==> src/rtl/cache_evt_pkg.sv <==
package cache_evt_pkg;
    localparam int ADDR_W  = 8;
    localparam int SRC_W   = 4;
    localparam int SRC_LSB = 2;
    localparam logic [ADDR_W-1:0] OFS_CTRL = 8'h00;
    localparam logic [ADDR_W-1:0] OFS_CFG0 = 8'h08;
    localparam logic [ADDR_W-1:0] OFS_VAL0 = 8'h10;

    // Descending layout: counter i sits 4*i bytes below counter 0.
    function automatic logic [ADDR_W-1:0] cfg_ofs(input int idx);
        return OFS_CFG0 - ADDR_W'(4 * idx);
    endfunction

    function automatic logic [ADDR_W-1:0] val_ofs(input int idx);
        return OFS_VAL0 - ADDR_W'(4 * idx);
    endfunction

    typedef struct packed {
        logic [SRC_W-1:0] src;
    } cnt_cfg_t;
endpackage

==> src/rtl/cache_evt_select.sv <==
module cache_evt_select #(
    parameter int NUM_EVT      = 15,
    parameter int BASE_EVT_MAX = 9,
    parameter bit EXTENDED     = 1'b1
) (
    input  logic [cache_evt_pkg::SRC_W-1:0] src,
    input  logic [NUM_EVT-1:0]              evt_in,
    output logic                            hit
);
    import cache_evt_pkg::*;

    logic legal;

    generate
        if (EXTENDED) begin : g_ext
            assign legal = (src != '0) && (int'(src) <= NUM_EVT);
        end else begin : g_base
            assign legal = (src != '0) && (int'(src) <= BASE_EVT_MAX);
        end
    endgenerate

    always_comb begin
        hit = 1'b0;
        if (legal)
            hit = evt_in[src - SRC_W'(1)];
    end
endmodule

==> src/rtl/cache_evt_sat_counter.sv <==
module cache_evt_sat_counter #(
    parameter int CNT_W = 32
) (
    input  logic             clk,
    input  logic             rst,
    input  logic             inc,
    input  logic             load,
    input  logic [CNT_W-1:0] load_val,
    output logic [CNT_W-1:0] count
);
    logic at_max;
    assign at_max = (count == {CNT_W{1'b1}});

    always_ff @(posedge clk) begin
        if (rst)
            count <= '0;
        else if (load)
            count <= load_val;
        else if (inc && !at_max)
            count <= count + CNT_W'(1);
    end
endmodule

==> src/rtl/cache_evt_regbank.sv <==
module cache_evt_regbank #(
    parameter int CNT_W   = 32,
    parameter int NUM_CNT = 2
) (
    input  logic                                  clk,
    input  logic                                  rst,
    input  logic                                  bus_sel,
    input  logic                                  bus_wr,
    input  logic [cache_evt_pkg::ADDR_W-1:0]      bus_addr,
    input  logic                                  wr_enable_bit,
    input  logic [cache_evt_pkg::SRC_W-1:0]       wr_src,
    input  logic [NUM_CNT-1:0][CNT_W-1:0]         counts,
    output logic                                  enable,
    output cache_evt_pkg::cnt_cfg_t [NUM_CNT-1:0] cfg,
    output logic [NUM_CNT-1:0]                    val_wr,
    output logic [CNT_W-1:0]                      rdata
);
    import cache_evt_pkg::*;

    logic do_wr, do_rd;
    logic [CNT_W-1:0] rd_mux;

    assign do_wr = bus_sel && bus_wr;
    assign do_rd = bus_sel && !bus_wr;

    always_ff @(posedge clk) begin
        if (rst)
            enable <= 1'b0;
        else if (do_wr && bus_addr == OFS_CTRL)
            enable <= wr_enable_bit;
    end

    for (genvar i = 0; i < NUM_CNT; i++) begin : g_cfg
        always_ff @(posedge clk) begin
            if (rst)
                cfg[i].src <= '0;
            else if (do_wr && bus_addr == cfg_ofs(i))
                cfg[i].src <= wr_src;
        end
        assign val_wr[i] = do_wr && (bus_addr == val_ofs(i));
    end

    always_comb begin
        rd_mux = '0;
        if (bus_addr == OFS_CTRL)
            rd_mux = CNT_W'(enable);
        for (int i = 0; i < NUM_CNT; i++) begin
            if (bus_addr == cfg_ofs(i))
                rd_mux = CNT_W'(cfg[i].src) << SRC_LSB;
            if (bus_addr == val_ofs(i))
                rd_mux = counts[i];
        end
    end

    always_ff @(posedge clk) begin
        if (rst)
            rdata <= '0;
        else
            rdata <= do_rd ? rd_mux : '0;
    end
endmodule

==> src/rtl/cache_evt_counters.sv <==
module cache_evt_counters #(
    parameter int CNT_W        = 32,
    parameter int NUM_CNT      = 2,
    parameter int NUM_EVT      = 15,
    parameter int BASE_EVT_MAX = 9,
    parameter bit EXTENDED     = 1'b1
) (
    input  logic                              clk,
    input  logic                              rst,
    input  logic                              bus_sel,
    input  logic                              bus_wr,
    input  logic [cache_evt_pkg::ADDR_W-1:0]  bus_addr,
    input  logic [CNT_W-1:0]                  bus_wdata,
    output logic [CNT_W-1:0]                  bus_rdata,
    input  logic [NUM_EVT-1:0]                evt_in
);
    import cache_evt_pkg::*;

    logic                         en_q;
    cnt_cfg_t [NUM_CNT-1:0]       cfg_q;
    logic [NUM_CNT-1:0][SRC_W-1:0] src_q;
    logic [NUM_CNT-1:0]           val_wr;
    logic [NUM_CNT-1:0]           evt_hit;
    logic [NUM_CNT-1:0][CNT_W-1:0] cnt_q;

    cache_evt_regbank #(.CNT_W(CNT_W), .NUM_CNT(NUM_CNT)) u_regs (
        .clk          (clk),
        .rst          (rst),
        .bus_sel      (bus_sel),
        .bus_wr       (bus_wr),
        .bus_addr     (bus_addr),
        .wr_enable_bit(bus_wdata[0]),
        .wr_src       (bus_wdata[SRC_LSB +: SRC_W]),
        .counts       (cnt_q),
        .enable       (en_q),
        .cfg          (cfg_q),
        .val_wr       (val_wr),
        .rdata        (bus_rdata)
    );

    for (genvar i = 0; i < NUM_CNT; i++) begin : g_cnt
        assign src_q[i] = cfg_q[i].src;

        cache_evt_select #(
            .NUM_EVT(NUM_EVT), .BASE_EVT_MAX(BASE_EVT_MAX), .EXTENDED(EXTENDED)
        ) u_sel (
            .src   (cfg_q[i].src),
            .evt_in(evt_in),
            .hit   (evt_hit[i])
        );

        cache_evt_sat_counter #(.CNT_W(CNT_W)) u_ctr (
            .clk     (clk),
            .rst     (rst),
            .inc     (en_q && evt_hit[i]),
            .load    (val_wr[i]),
            .load_val(bus_wdata),
            .count   (cnt_q[i])
        );
    end
endmodule

==> config.mk <==
export PLATFORM = sky130hd
export DESIGN_NAME = cache_evt_counters
export DESIGN_NICKNAME = d
export VERILOG_FILES = /design/src/rtl/cache_evt_pkg.sv /design/src/rtl/cache_evt_select.sv /design/src/rtl/cache_evt_sat_counter.sv /design/src/rtl/cache_evt_regbank.sv /design/src/rtl/cache_evt_counters.sv
export SDC_FILE = /design/constraint.sdc
export NUM_CORES = 1
export LEC_CHECK = 0
export ABC_AREA = 1
export BUFFER_PORTS_ARGS = -buffer_cell sky130_fd_sc_hd__buf_4
export CORE_UTILIZATION = 50
export DETAILED_ROUTE_END_ITERATION = 7
export GPL_TIMING_DRIVEN = 0
export PLACE_DENSITY_LB_ADDON = 0.12
export SLEW_MARGIN = 20
export SYNTH_ARGS = -nofsm -noshare
export SYNTH_HDL_FRONTEND = slang
export SYNTH_HIERARCHICAL = 1
export SYNTH_SLANG_ARGS = --single-unit
export TNS_END_PERCENT = 5
==> constraint.sdc <==
create_clock -name clk -period 5.05 [get_ports clk]
set_input_delay 0.2525 -clock clk [delete_from_list [all_inputs] [get_ports clk]]
set_output_delay 0.2525 -clock clk [all_outputs]
set_load 0.1 [all_outputs]
; ---- Yosys cells after proc, flatten, opt, wreduce, memory -nomap -nowiden
; Index checks and enable logic that the tools add are counted.
[word_totals]
reg_bits = 105
wordCells = 54
input_bits = 59
[classes]
add_sub_neg = 4
n_reduce_logical = 20
muxes = 15
order_cmp = 2
n_bitwise = 1
eq_ne = 6
[op_table]
columns = operator, n
row1 = 2-to-1 mux 32 bit, 7
row2 = adder 32 x 1 -> 32 bit (second input constant), 2
row3 = equality test 32 bit (second input constant), 2
row4 = equality test 8 x 4 -> 1 bit (second input constant), 2
row5 = logical AND 1 bit, 11
row6 = < comparator 4 x 5 -> 1 bit (second input constant), 2
row7 = binary-select mux 1 bit (select 4 bit), 2
row8 = equality test 8 x 3 -> 1 bit (second input constant), 1
row9 = equality test 8 x 5 -> 1 bit (second input constant), 1
row10 = logical NOT 8 bit, 1
row11 = nonzero test 4 bit, 2
row12 = subtractor 4 x 1 -> 4 bit (second input constant), 2
row13 = 2-to-1 mux 6 bit, 1
row14 = 2-to-1 mux 1 bit, 5
row15 = nonzero test 2 bit, 2
row16 = logical NOT 1 bit, 3
row17 = OR reduction 2 bit, 1
row18 = inverter 1 bit, 1

; ---- Longest topological paths before layout
[logic_depth]
depth_word = 8
depth_mapped = 19

; ---- Hierarchy
; Netlist, hierarchy kept.
[modules_own_cells]
columns = mod, cells_per_inst, area_each_um2, instances
row1 = cache_evt_sat_counter, 425, 2476.1, 2
row2 = cache_evt_regbank, 250, 1785.5, 1
row3 = cache_evt_select, 56, 276.5, 2
row4 = cache_evt_counters, 4, 15.0, 1

; ---- Worst setup path before layout
; Ideal clock, no wire load.
[synth_path]
kind = flip-flop to flip-flop
start = register u_regs/cfg[4] (netlist name)
end = register g_cnt[1].u_ctr.count[2]
stages_incl_launch_ff = 17
path_buffers = 2
setup_time_ns = 0.120
path_slack_ns = 2.785
t_required_ns = 4.930
t_arrival_ns = 2.146
cell_sequence = dfxtp_1 > buf_6 > inv_4 > buf_12 > ha_1 > inv_1 > nand2_1 > nand3_1 > nand3_1 > nand2_1 > nor2_1 > nand2_1 > inv_1 > nand2_8 > nor2_2 > nand2_1 > nor3b_1
[synth_between]
elab_chain_len = 7
word_cells_on_any_way = 8
classes_between = 1 x add/sub / 3 x mux / 4 x reduce/logical
[synth_lines]
columns = item, line_no
row1 = subtractor 4 x 1 -> 4 bit, cache_evt_select.sv:25  ; hit = evt_in[src - SRC_W'(1)];
row2 = binary-select mux 1 bit (select 4 bit), cache_evt_select.sv:25
row3 = 2-to-1 mux 1 bit (implied by the code), cache_evt_select.sv:25
row4 = 2-to-1 mux 1 bit *, cache_evt_select.sv:24  ; if (legal)
row5 = net evt_hit[1], cache_evt_counters.sv:23  ; logic [NUM_CNT-1:0] evt_hit;
row6 = logical AND 1 bit *, cache_evt_counters.sv:55  ; .inc (en_q && evt_hit[i]),
row7 = logical AND 1 bit *, cache_evt_sat_counter.sv:19  ; else if (inc && !at_max)
row8 = nonzero test 2 bit (no source line) *, --
row9 = "end signal, assigned", cache_evt_sat_counter.sv:18  ; count <= load_val;
row10 = "end signal, assigned", cache_evt_sat_counter.sv:20  ; count <= count + CNT_W'(1);
row11 = "end, declared", cache_evt_sat_counter.sv:9  ; output logic [CNT_W-1:0] count
; The timed path passes the listed nets; every way through them passes the cells marked *. The select of a mux whose other input is x is not followed.
; A chain may end at the register's enable or synchronous reset.

; ---- Worst setup path in the final report
[layout_path]
start = register u_regs/cfg[0] (netlist name)
end = register g_cnt[0].u_ctr.count[25]
[layout_between]
elab_chain_len = 7
word_cells_on_any_way = 8
classes_between = 1 x add/sub / 3 x mux / 4 x reduce/logical
[layout_lines]
columns = item, line_no
row1 = subtractor 4 x 1 -> 4 bit, cache_evt_select.sv:25
row2 = binary-select mux 1 bit (select 4 bit), cache_evt_select.sv:25
row3 = 2-to-1 mux 1 bit (implied by the code), cache_evt_select.sv:25
row4 = 2-to-1 mux 1 bit *, cache_evt_select.sv:24
row5 = net evt_hit[0], cache_evt_counters.sv:23
row6 = logical AND 1 bit *, cache_evt_counters.sv:55
row7 = logical AND 1 bit *, cache_evt_sat_counter.sv:19
row8 = nonzero test 2 bit (no source line) *, --
row9 = "end signal, assigned", cache_evt_sat_counter.sv:18
row10 = "end signal, assigned", cache_evt_sat_counter.sv:20
row11 = "end, declared", cache_evt_sat_counter.sv:9
; Marked as above.

==> results_dict.tcl <==
set metrics [dict create \
    post_synth_inst_count 1216 \
    rr_endpoint "g_cnt[0].u_ctr/count[25]$_SDFFE_PP0P_" \
    worst_clock_skew_ps 10.4 \
    drtAntennaViolNets 0 \
    drt-total-wl_um 24500 \
    fp-row-count 43 \
    global_route.overflow_total 0 \
    power_density_nw_per_um2 193 \
    die_w_um 123 \
    report.final.slew_viol_count 0 \
    place.port_buffers 90 \
    via_count 8174 \
    maxCapViolCount 0 \
    synth-edff-count 0 \
    clock_insertion_delay_worst_skew_ps 360 \
    grt_antenna_before_repair 0 \
    crit_path_end_kind "flip-flop" \
    floorplan.die.height_um 123 \
    io_pins 91 \
    min_path_type "in -> reg" \
    mappedNetlistNets 1279 \
    final-setup-viol-count 0 \
    synthDominantAreaCellType "sky130_fd_sc_hd__dfxtp_1" \
    finalSetupTns_ps 0 \
    layout.nets 1380 \
    cts_tree "done" \
    placement.setup.worst_slack_ps 2050 \
    dpl-instance-area_um2 8210 \
    grt_pass1_vias 6994 \
    worst-r2r-setup-slack_ps 1920 \
    vias_per_cell 5.44 \
    dp_hpwl_um 19000 \
    synth_common_cells "sky130_fd_sc_hd__nand2_1 (424), sky130_fd_sc_hd__nor2_1 (190), sky130_fd_sc_hd__nand3_1 (144), sky130_fd_sc_hd__dfxtp_1 (105), sky130_fd_sc_hd__inv_1 (90)" \
    synthArstFlopShare_pct 0 \
    cts_inserted_buffers 9 \
    syn_to_final_growth_pct 16.3 \
    yosysSeqAreaShare_pct 28.8 \
    ys_dominant_reg_cell "sky130_fd_sc_hd__dfxtp_1" \
    global_route_wire_length_before_repair_um 37300 \
    clkSinkCount 105 \
    ys.warnings.count 6 \
    final_core_util_pct 60.5 \
    floorplan.core_area_um2 14000 \
    grt_util_all_layers_pct 32.9 \
    crit-reg2reg-launch "u_regs/cfg[0]$_SDFFE_PP0P_" \
    timing.critical_path.arrival_ps 3430 \
    grt_max_degree 17 \
    synthDominantCellAreaShare_pct 28.8 \
    drt-pass1-iter-count 6 \
    maxClockFrequency_ghz 0.320 \
    startpoint_of_the_lowest_slack_hold_path "bus_wr" \
    synthTopCellsByArea "sky130_fd_sc_hd__dfxtp_1 (29%), sky130_fd_sc_hd__nand2_1 (22%), sky130_fd_sc_hd__nand3_1 (9.9%), sky130_fd_sc_hd__nor2_1 (9.8%), sky130_fd_sc_hd__inv_1 (4.6%)" \
    grt_setup_unrepaired "no" \
    cts_htree_levels 3 \
    synth_seq_cells 105 \
    whs_endpoint "u_regs/rdata[0]$_SDFF_PP0_" \
    diodes 0 \
    cts_root_buffer "sky130_fd_sc_hd__clkbuf_16" \
    clkTransAtPathRegs_ps 70 \
    hold_depth 4 \
    stdcell_area_um2 8500 \
    crit_path_max_fanout 10 \
    holdWs_ps 209 \
    critical_path_class "reg -> reg" \
    post_route_cells_drive_above_1_share_pct 14.3 \
    place.gp.congestion 1.00 \
    setup_ws_ps 1920 \
    synth.lib_cells_used.distinct 38 \
    finalCriticalPeriod_ps 3130 \
    crit_required_ps 5350 \
    synth.avg_cell_area_um2 6.01 \
    max_slew_margin_pct 58.3 \
    dr.first_iter.drc_count 831 \
    setup.worst_path.start_class "flip-flop" \
    drt-wirelength-per-cell_um 16.3 \
    clk_path_buf_depth 2 \
    outcome "complete, no violations" \
    timing.final.hold_violations 0 \
    worst-r2r-cell-count 18 \
    cell_area_after_technology_mapping_um2 7310 \
    leakage_nw 3.73 \
    vdd_ir_drop_max_v 0.000142 \
    post_cts_resize_count 0 \
    post_cts.repair.setup_buffers 0 \
    yosys.cell_count.top_type "sky130_fd_sc_hd__nand2_1" \
    die_area_um2 15100 \
    cts_hold_repair.buffers 0 \
    fillerInstances 1436 \
    final_min_period_over_clock_period_pct 62.0 \
    initial_cell_density_of_the_core_pct 52.0 \
    tightest_slew_ps 625 \
    drcViolationCount 0 \
]
[where the power goes]
group,leakage [nW],internal [mW],switching (mW)
clock network,0.145,0.375,0.329
logic,2.74,0.0418,0.0626
registers,0.845,0.828,0.00102
[state kept, by name, summed over array words and instances, names as in the netlist]
name and cells:
u_regs/cfg 8, u_regs/rdata 32, u_regs/enable 1, g_cnt.u_ctr/count 64
[worst max-delay path by stage]
stage,from,to,cells past startpoint
final,u_regs/cfg[0]$_SDFFE_PP0P_,g_cnt[0].u_ctr/count[25]$_SDFFE_PP0P_,18
after global routing,u_regs/cfg[0]$_SDFFE_PP0P_,g_cnt[0].u_ctr/count[27]$_SDFFE_PP0P_,18
after CTS,u_regs/cfg[0]$_SDFFE_PP0P_,g_cnt[0].u_ctr/count[27]$_SDFFE_PP0P_,18
after detailed placement,u_regs/cfg[0]$_SDFFE_PP0P_,g_cnt[0].u_ctr/count[27]$_SDFFE_PP0P_,18
after global placement,u_regs/cfg[0]$_SDFFE_PP0P_,g_cnt[0].u_ctr/count[27]$_SDFFE_PP0P_,18
after floorplan,u_regs/cfg[4]$_SDFFE_PP0P_,g_cnt[1].u_ctr/count[2]$_SDFFE_PP0P_,16
[metrics by stage]
stage | power (mW) | cells
2_1_floorplan | 0.883 | 1216
3_3_place_gp | 0.949 | 1486
3_5_place_dp | 0.949 | 1486
4_1_cts | 1.64 | 1502
5_1_grt | 1.68 | 1502
6_report | 1.64 | 1502
[cell families after synthesis]
kind of cell / after synthesis / synth area share (%)
and+or+nand+nor: 843 / 50.9
muxes: 8 / 1.10
xor gates and xnor gates: 18 / 2.16
buffers and inverters: 136 / 8.80
DFF: 105 / 28.8
adders and majority gates: 4 / 0.685
AOI/OAI and AO/OA: 102 / 7.57
[area by class of cell]
type | count | area (µm²) | area share (%)
timing repair buffer | 90 | 676 | 7.95
buffer | 37 | 267 | 3.14
sequential | 105 | 2100 | 24.7
inverter | 99 | 377 | 4.43
clock buffer | 12 | 267 | 3.14
clock inverter | 4 | 26.3 | 0.309
multi-input combinational | 975 | 4560 | 53.7
tap | 180 | 225 | 2.65
[cell usage in the layout (no fill, tap or decap), types with 3 or more instances in the layout]
master	netlist	routed
sky130_fd_sc_hd__buf_2	10	10
sky130_fd_sc_hd__dfxtp_1	105	105
sky130_fd_sc_hd__xnor2_1	10	10
sky130_fd_sc_hd__nand3_1	144	144
sky130_fd_sc_hd__or2_2	4	4
sky130_fd_sc_hd__o21ai_0	22	22
sky130_fd_sc_hd__xor2_1	8	8
sky130_fd_sc_hd__nor2_4	11	11
sky130_fd_sc_hd__nor2_1	190	190
sky130_fd_sc_hd__mux2i_1	8	8
sky130_fd_sc_hd__a21oi_2	6	6
sky130_fd_sc_hd__buf_1	3	3
sky130_fd_sc_hd__nand3_2	4	4
sky130_fd_sc_hd__buf_6	10	10
sky130_fd_sc_hd__nor3_1	10	10
sky130_fd_sc_hd__buf_4	2	92
sky130_fd_sc_hd__inv_1	90	90
sky130_fd_sc_hd__o21ai_1	18	18
sky130_fd_sc_hd__clkbuf_8	0	3
sky130_fd_sc_hd__nand3b_1	20	20
sky130_fd_sc_hd__clkbuf_16	0	9
sky130_fd_sc_hd__nand2_2	5	5
sky130_fd_sc_hd__clkbuf_1	10	10
sky130_fd_sc_hd__inv_2	5	5
sky130_fd_sc_hd__ha_1	4	4
sky130_fd_sc_hd__o21bai_1	4	4
sky130_fd_sc_hd__nand4_1	6	6
sky130_fd_sc_hd__nand2_1	424	424
sky130_fd_sc_hd__a21oi_1	48	48
sky130_fd_sc_hd__nand2_4	6	6
sky130_fd_sc_hd__nor2_2	12	12
[worst max-delay path: stages (launching register included)]
cell	delay [ps]
sky130_fd_sc_hd__dfxtp_1	370
sky130_fd_sc_hd__buf_6	170
sky130_fd_sc_hd__inv_4	50
sky130_fd_sc_hd__buf_12	130
sky130_fd_sc_hd__ha_1	390
sky130_fd_sc_hd__inv_1	150
sky130_fd_sc_hd__nand3_1	120
sky130_fd_sc_hd__nand3_1	70
sky130_fd_sc_hd__nand3_1	70
sky130_fd_sc_hd__nand2_1	50
sky130_fd_sc_hd__nor2_1	110
sky130_fd_sc_hd__nand2_1	150
sky130_fd_sc_hd__inv_1	300
sky130_fd_sc_hd__nand2_8	120
sky130_fd_sc_hd__nor2_2	450
sky130_fd_sc_hd__nand2_1	140
sky130_fd_sc_hd__nand3_1	110
sky130_fd_sc_hd__nand2_1	50
sky130_fd_sc_hd__inv_1	60
[per-layer routing]
layer / routed length (µm) / GRT usage (%) / vias up
met2: 11300 / 52.6 / 369
li1: - / - / 4067
met1: 10300 / 45.3 / 3701
met3: 2360 / 5.53 / 37
met4: 520 / 9.45 / 0
met5: 0 / 0 / -
(Power assumes the default switching activity.)
